## config.mk

```make
export PLATFORM = sky130hd
export DESIGN_NAME = pdt_ctrl
export DESIGN_NICKNAME = d
export VERILOG_FILES = /design/src/rtl/pdt_pkg.sv /design/src/rtl/pdt_sync.sv /design/src/rtl/pdt_loop.sv /design/src/rtl/pdt_seq.sv /design/src/rtl/pdt_ctrl.sv
export SDC_FILE = /design/constraint.sdc
export NUM_CORES = 1
export LEC_CHECK = 0
export CORE_MARGIN = 5
export CORE_UTILIZATION = 57
export CTS_CLUSTER_DIAMETER = 60
export DETAILED_ROUTE_END_ITERATION = 8
export DONT_BUFFER_PORTS = 1
export PLACE_DENSITY = 0.71
export SETUP_SLACK_MARGIN = 0.2
export SYNTH_ARGS = -nofsm -noshare
export SYNTH_HDL_FRONTEND = slang
export SYNTH_SLANG_ARGS = --single-unit
```

## constraint.sdc

```tcl
create_clock -name clk -period 2.7 [get_ports clk]
set_clock_uncertainty 0.1 [all_clocks]
set_input_delay 0.54 -clock clk [delete_from_list [all_inputs] [get_ports clk]]
set_output_delay 0.54 -clock clk [all_outputs]
set_load 0.01 [all_outputs]
```

## src/rtl/pdt_pkg.sv

```systemverilog
package pdt_pkg;

    typedef enum logic [1:0] {
        PH_HI_ON = 2'd0,
        PH_DT_LO = 2'd1,
        PH_LO_ON = 2'd2,
        PH_DT_HI = 2'd3
    } phase_e;

    localparam int unsigned LOOP_HI = 0;
    localparam int unsigned LOOP_LO = 1;
    localparam int unsigned N_LOOPS = 2;

endpackage

```

## src/rtl/pdt_sync.sv

```systemverilog
module pdt_sync #(
    parameter int unsigned W      = 2,
    parameter int unsigned STAGES = 2
) (
    input  logic         clk,
    input  logic         rst_n,
    input  logic [W-1:0] din,
    output logic [W-1:0] dout
);

    logic [W-1:0] stage_q [STAGES];
    logic [W-1:0] stage_d [STAGES];

    always_comb begin
        stage_d[0] = din;
        for (int i = 1; i < STAGES; i++) begin
            stage_d[i] = stage_q[i-1];
        end
    end

    always_ff @(posedge clk or negedge rst_n) begin
        if (!rst_n) begin
            for (int i = 0; i < STAGES; i++) begin
                stage_q[i] <= '0;
            end
        end else begin
            for (int i = 0; i < STAGES; i++) begin
                stage_q[i] <= stage_d[i];
            end
        end
    end

    assign dout = stage_q[STAGES-1];

endmodule

```

## src/rtl/pdt_loop.sv

```systemverilog
module pdt_loop #(
    parameter int unsigned CODE_W   = 5,
    parameter int unsigned CODE_MIN = 1,
    parameter int unsigned CODE_MAX = 31
) (
    input  logic              clk,
    input  logic              rst_n,
    input  logic              upd,
    input  logic              seen,
    output logic [CODE_W-1:0] code
);

    localparam logic [CODE_W-1:0] LIM_LO = CODE_W'(CODE_MIN);
    localparam logic [CODE_W-1:0] LIM_HI = CODE_W'(CODE_MAX);
    localparam logic [CODE_W-1:0] ONE    = CODE_W'(1);

    logic [CODE_W-1:0] code_d, code_q;

    always_comb begin
        code_d = code_q;
        if (upd) begin
            if (seen) begin
                code_d = (code_q > LIM_LO) ? code_q - ONE : LIM_LO;
            end else begin
                code_d = (code_q < LIM_HI) ? code_q + ONE : LIM_HI;
            end
        end
    end

    always_ff @(posedge clk or negedge rst_n) begin
        if (!rst_n) begin
            code_q <= LIM_HI;
        end else begin
            code_q <= code_d;
        end
    end

    assign code = code_q;

endmodule

```

## src/rtl/pdt_seq.sv

```systemverilog
module pdt_seq
    import pdt_pkg::*;
#(
    parameter int unsigned CODE_W = 5
) (
    input  logic              clk,
    input  logic              rst_n,
    input  logic              pwm_s,
    input  logic              diode_s,
    input  logic [CODE_W-1:0] code_hi,
    input  logic [CODE_W-1:0] code_lo,
    output logic              g1,
    output logic              g2,
    output logic              upd_hi,
    output logic              upd_lo,
    output logic              seen
);

    localparam logic [CODE_W-1:0] ONE = CODE_W'(1);

    typedef struct packed {
        phase_e            phase;
        logic [CODE_W-1:0] cnt;
        logic              flag;
        logic              g1;
        logic              g2;
    } seq_t;

    seq_t cur_q, nxt_d;

    always_comb begin
        nxt_d  = cur_q;
        upd_hi = 1'b0;
        upd_lo = 1'b0;
        seen   = cur_q.flag | diode_s;
        unique case (cur_q.phase)
            PH_HI_ON: begin
                if (!pwm_s) begin
                    nxt_d.phase = PH_DT_LO;
                    nxt_d.cnt   = '0;
                    nxt_d.flag  = 1'b0;
                end
            end
            PH_LO_ON: begin
                if (pwm_s) begin
                    nxt_d.phase = PH_DT_HI;
                    nxt_d.cnt   = '0;
                    nxt_d.flag  = 1'b0;
                end
            end
            PH_DT_LO: begin
                if (pwm_s) begin
                    nxt_d.phase = PH_DT_HI;
                    nxt_d.cnt   = '0;
                    nxt_d.flag  = 1'b0;
                end else if (cur_q.cnt == code_lo - ONE) begin
                    nxt_d.phase = PH_LO_ON;
                    upd_lo      = 1'b1;
                end else begin
                    nxt_d.cnt  = cur_q.cnt + ONE;
                    nxt_d.flag = seen;
                end
            end
            PH_DT_HI: begin
                if (!pwm_s) begin
                    nxt_d.phase = PH_DT_LO;
                    nxt_d.cnt   = '0;
                    nxt_d.flag  = 1'b0;
                end else if (cur_q.cnt == code_hi - ONE) begin
                    nxt_d.phase = PH_HI_ON;
                    upd_hi      = 1'b1;
                end else begin
                    nxt_d.cnt  = cur_q.cnt + ONE;
                    nxt_d.flag = seen;
                end
            end
            default: nxt_d.phase = PH_DT_LO;
        endcase
        nxt_d.g1 = (nxt_d.phase == PH_HI_ON);
        nxt_d.g2 = (nxt_d.phase == PH_LO_ON);
    end

    always_ff @(posedge clk or negedge rst_n) begin
        if (!rst_n) begin
            cur_q.phase <= PH_DT_LO;
            cur_q.cnt   <= '0;
            cur_q.flag  <= 1'b0;
            cur_q.g1    <= 1'b0;
            cur_q.g2    <= 1'b0;
        end else begin
            cur_q <= nxt_d;
        end
    end

    assign g1 = cur_q.g1;
    assign g2 = cur_q.g2;

endmodule

```

## src/rtl/pdt_ctrl.sv

```systemverilog
module pdt_ctrl
    import pdt_pkg::*;
#(
    parameter int unsigned CODE_W      = 5,
    parameter int unsigned CODE_MIN    = 1,
    parameter int unsigned CODE_MAX    = 31,
    parameter int unsigned SYNC_STAGES = 2
) (
    input  logic              clk,
    input  logic              rst_n,
    input  logic              pwm_cmd,
    input  logic              diode_cmp,
    output logic              g1_en,
    output logic              g2_en,
    output logic [CODE_W-1:0] g1_delay,
    output logic [CODE_W-1:0] g2_delay
);

    logic [1:0]        raw_in;
    logic [1:0]        sync_out;
    logic              upd_hi, upd_lo, seen;
    logic [N_LOOPS-1:0] upd_vec;
    logic [CODE_W-1:0] code_arr [N_LOOPS];

    assign raw_in = {diode_cmp, pwm_cmd};

    pdt_sync #(
        .W      (2),
        .STAGES (SYNC_STAGES)
    ) u_sync (
        .clk   (clk),
        .rst_n (rst_n),
        .din   (raw_in),
        .dout  (sync_out)
    );

    pdt_seq #(
        .CODE_W (CODE_W)
    ) u_seq (
        .clk     (clk),
        .rst_n   (rst_n),
        .pwm_s   (sync_out[0]),
        .diode_s (sync_out[1]),
        .code_hi (code_arr[LOOP_HI]),
        .code_lo (code_arr[LOOP_LO]),
        .g1      (g1_en),
        .g2      (g2_en),
        .upd_hi  (upd_hi),
        .upd_lo  (upd_lo),
        .seen    (seen)
    );

    always_comb begin
        upd_vec          = '0;
        upd_vec[LOOP_HI] = upd_hi;
        upd_vec[LOOP_LO] = upd_lo;
    end

    for (genvar i = 0; i < N_LOOPS; i++) begin : g_loop
        pdt_loop #(
            .CODE_W   (CODE_W),
            .CODE_MIN (CODE_MIN),
            .CODE_MAX (CODE_MAX)
        ) u_loop (
            .clk   (clk),
            .rst_n (rst_n),
            .upd   (upd_vec[i]),
            .seen  (seen),
            .code  (code_arr[i])
        );
    end

    assign g1_delay = code_arr[LOOP_HI];
    assign g2_delay = code_arr[LOOP_LO];

endmodule

```

==> results.json <==
{
  "wl_per_cell_um": 17.49,
  "seq_area_frac_synth_pct": 34.82,
  "synth-edff-count": 0,
  "final_cell_mix": "18 x nor2_1, 16 x o21ai_0, 13 x dfrtp_1",
  "setup-violations-final": 0,
  "grt_pass1_wl_mm": 6.748,
  "critical_path_peak_fanout": 7,
  "floorplan.io_pins": 16,
  "cts_root_buffer": "clkbuf_4",
  "crit_path_start_kind": "register",
  "remaining_drc_errors": 0,
  "clk_transition_reported_paths_ns": 0.14,
  "drt-total-wl_mm": 4.092,
  "setup_tns_ns": 0,
  "internal_power_contribution_mw": 0.4764,
  "total_count_of_max_transition_violations_in_the_final_report": 0,
  "core.rowCount": 20,
  "total_clock_buffers_created_by_cts": 3,
  "worst_case_reg_to_reg_path_depth": 8,
  "synth_area_mm2": 0.001764,
  "power.total_mw": 0.6675,
  "dp.cells": 224,
  "num_antenna_cells": 0,
  "floorplan.core_area_mm2": 0.003003,
  "globalRouteOverflowTotal": 0,
  "ys.flop_type": "dfrtp_1",
  "cp-end-kind": "register",
  "hold_violations": 0,
  "relSlewSlack_pct": 66.25,
  "drt_iter0_markers": 174,
  "synth_cells": 199,
  "routed-via-count": 1545,
  "switching_share_pct": 28.63,
  "power.ir.vdd_worst_uv": 249.1,
  "route.antenna.remaining_nets": 0,
  "die_width_um": 65.64,
  "cp.required_ns": 2.83,
  "cts_num_sinks": 24,
  "largest_net_degree_at_the_start_of_global_routing": 25,
  "flow.area_growth_from_synthesis_pct": 8.723,
  "powerDensity_mw_per_mm2": 348.0,
  "antenna_found_initial": 0,
  "clk_latency_ns": 0.31,
  "synth_seq_cells": 24,
  "synth-warning-count": 0,
  "pwr-share-seq_pct": 59.5,
  "max_cap_viols": 0,
  "share_of_layout_cells_above_drive_strength_1_pct": 22.39,
  "outcome": "finished clean",
  "most_frequent_standard_cell_in_the_layout_excluding_fill_and_tap_cells": "nor2_1",
  "final_period_minus_worst_setup_slack_ns": 2.442,
  "net-switching-power_mw": 0.1911,
  "postSynthNetCount": 210,
  "worst_ep_arrival_time_ns": 2.57,
  "die_outline_area_mm2": 0.004308,
  "tightestPinTransition_ns": 0.5010,
  "detailed_place_hpwl_mm": 2.870,
  "cts_tree": "built",
  "post_drt_via_cell_ratio": 6.603,
  "finalCritPeriodShare_pct": 90.46,
  "postSynthAreaPerCell_um2": 8.865,
  "maxClockFrequency_ghz": 0.4094,
  "numPortBuffers": 0,
  "die_height_um": 65.64,
  "asyncSetResetFlopFracSynth_pct": 100.0,
  "final_net_count": 213,
  "drt-pass1-iter-count": 4,
  "initial_core_util_pct": 58.75,
  "worstHoldPathCells": 0,
  "ctsHtreeMaxLevel": 1,
  "pwr-share-clk_pct": 25.6,
  "first_global_vias": 1404,
  "grt.total_usage_pct": 19.88,
  "grt_setup_unrepaired": "false",
  "comb_power_share_pct": 14.9,
  "timing.setup.critical_path_class": "register to register",
  "power.leakage_nw": 0.7616,
  "fin_cells": 234,
  "final_replace_weighted_congestion": 0.9312,
  "synth_cell_type_count": 52,
  "cts.path.max_buffers": 2,
  "worst_hold_path_type": "input port to register"
}
[worst paths after layout]
path                                     startpoint                       end  slack [ns]
max in group asynchronous                     rst_n  g_loop[1].u_loop.code[0]        1.72
setup reg to reg           g_loop[0].u_loop.code[1]  g_loop[0].u_loop.code[4]        0.26
setup / recovery           g_loop[0].u_loop.code[1]  g_loop[0].u_loop.code[4]        0.26
hold reg to reg                   u_sync.stage_d[1]            u_sync.dout[1]        0.26
min in group asynchronous                     rst_n                  u_seq.g1        0.56
hold / removal                              pwm_cmd         u_sync.stage_d[0]        0.13
[cell type report]
class,instances,area [um2]
Inverter,12,47.55
Timing Repair Buffer,12,105.1
Sequential cell,24,614.3
Fill cell,247,1085
Tap cell,33,41.29
Clock buffer,4,26.28
Multi-Input combinational cell,149,1084
[cell usage after synthesis, types with 2 or more instances]
cell      instances  area [um2]
nor3_1            9       45.04
nand4_1           2       12.51
xor2_1            6       52.55
o21a_1            2       15.01
a22o_1            2       17.52
nor3b_1           2       15.01
nand2_1           9       33.78
ha_1              7       87.58
o21ai_0          16       80.08
dfrtp_1          13       325.3
nand2b_1          3       18.77
a32oi_1           2       17.52
a31oi_1           4       25.02
nor2_1           18       67.56
nand3b_1          2       15.01
dfstp_2          11       289.0
o21ai_1           2       10.01
o32a_1            2       20.02
o31ai_1           3       22.52
nand3_1           6       30.03
xnor2_1           6       52.55
inv_1            12       45.04
or2_2             2       12.51
and3_1            5       31.28
a41oi_1           3       26.28
o211ai_1          3       22.52
mux2_4            3       45.04
buf_2             4       20.02
clkbuf_1          8       30.03
a21oi_1          10       50.05
[logic make-up (layout without fill, tap and decap cells)]
logic type               Yosys count  in the layout  synth area share (%)
multiplexers                       5              5                 3.759
adder cells (fa/ha/maj)            7              7                 4.964
AND/OR/NAND/NOR                   66             66                 20.78
XOR/XNOR                          12             12                 5.957
flip-flops                        24             24                 34.82
AO/OA/AOI/OAI                     59             59                 23.41
buffers and inverters             26             28                 6.312
[timing repair]
action,4_1_cts,5_1_grt
pin swaps,1,2
hold buffers,2,0
setup endpoints to repair,2,11
buffers inserted,2,2
hold endpoints to repair,24,0
gates resized for setup,0,2
[sequential cells by signal, indices dropped and copies added, names as in the netlist]
name,count
g_loop.u_loop.code,10
u_seq.g2,1
u_seq.g1,1
u_seq.cur_q,8
u_sync.stage_d,2
u_sync.dout,2
[stage by stage]
stage | hold WS (ns) | setup WS (ns) | instance area (um2) | util (%)
2_1_floorplan | 0.1444 | 0.1146 | 1817 | -
3_3_place_gp | 0.1457 | 0.2673 | 1817 | 60.50
3_5_place_dp | 0.1456 | 0.2090 | 1817 | 60.50
4_1_cts | 0.1197 | 0.2009 | 1888 | 62.88
5_1_grt | 0.1010 | 0.1908 | 1918 | 63.88
6_report | 0.1316 | 0.2575 | 1918 | 63.88
[power groups by stage]
stage,Sequential [mW],Clock (mW),Combinational (mW)
after CTS,0.396,0.177,0.0977
after global placement,0.402,0,0.0833
after detailed placement,0.402,0,0.0845
final,0.397,0.171,0.0995
after global routing,0.399,0.190,0.110
after floorplan,0.390,0,0.0773
[worst max-delay path, stage by stage, from the launching register on]
cell      delay [ns]
dfstp_2         0.57
inv_2           0.06
ha_4            0.18
nand2b_4        0.15
a211oi_4        0.24
nor3_2          0.10
or4_4           0.52
buf_4           0.18
o31ai_1         0.27
[metal layers]
metal / GRT usage [%] / wire, um / up-vias
met3: 3.419 / 266 / 9
met1: 27.88 / 1864 / 727
li1: - / - / 735
met2: 31.54 / 1903 / 74
met4: 5.181 / 57 / 0
met5: 0 / 0 / -
No activity file was read; power rests on OpenSTA's default activity.
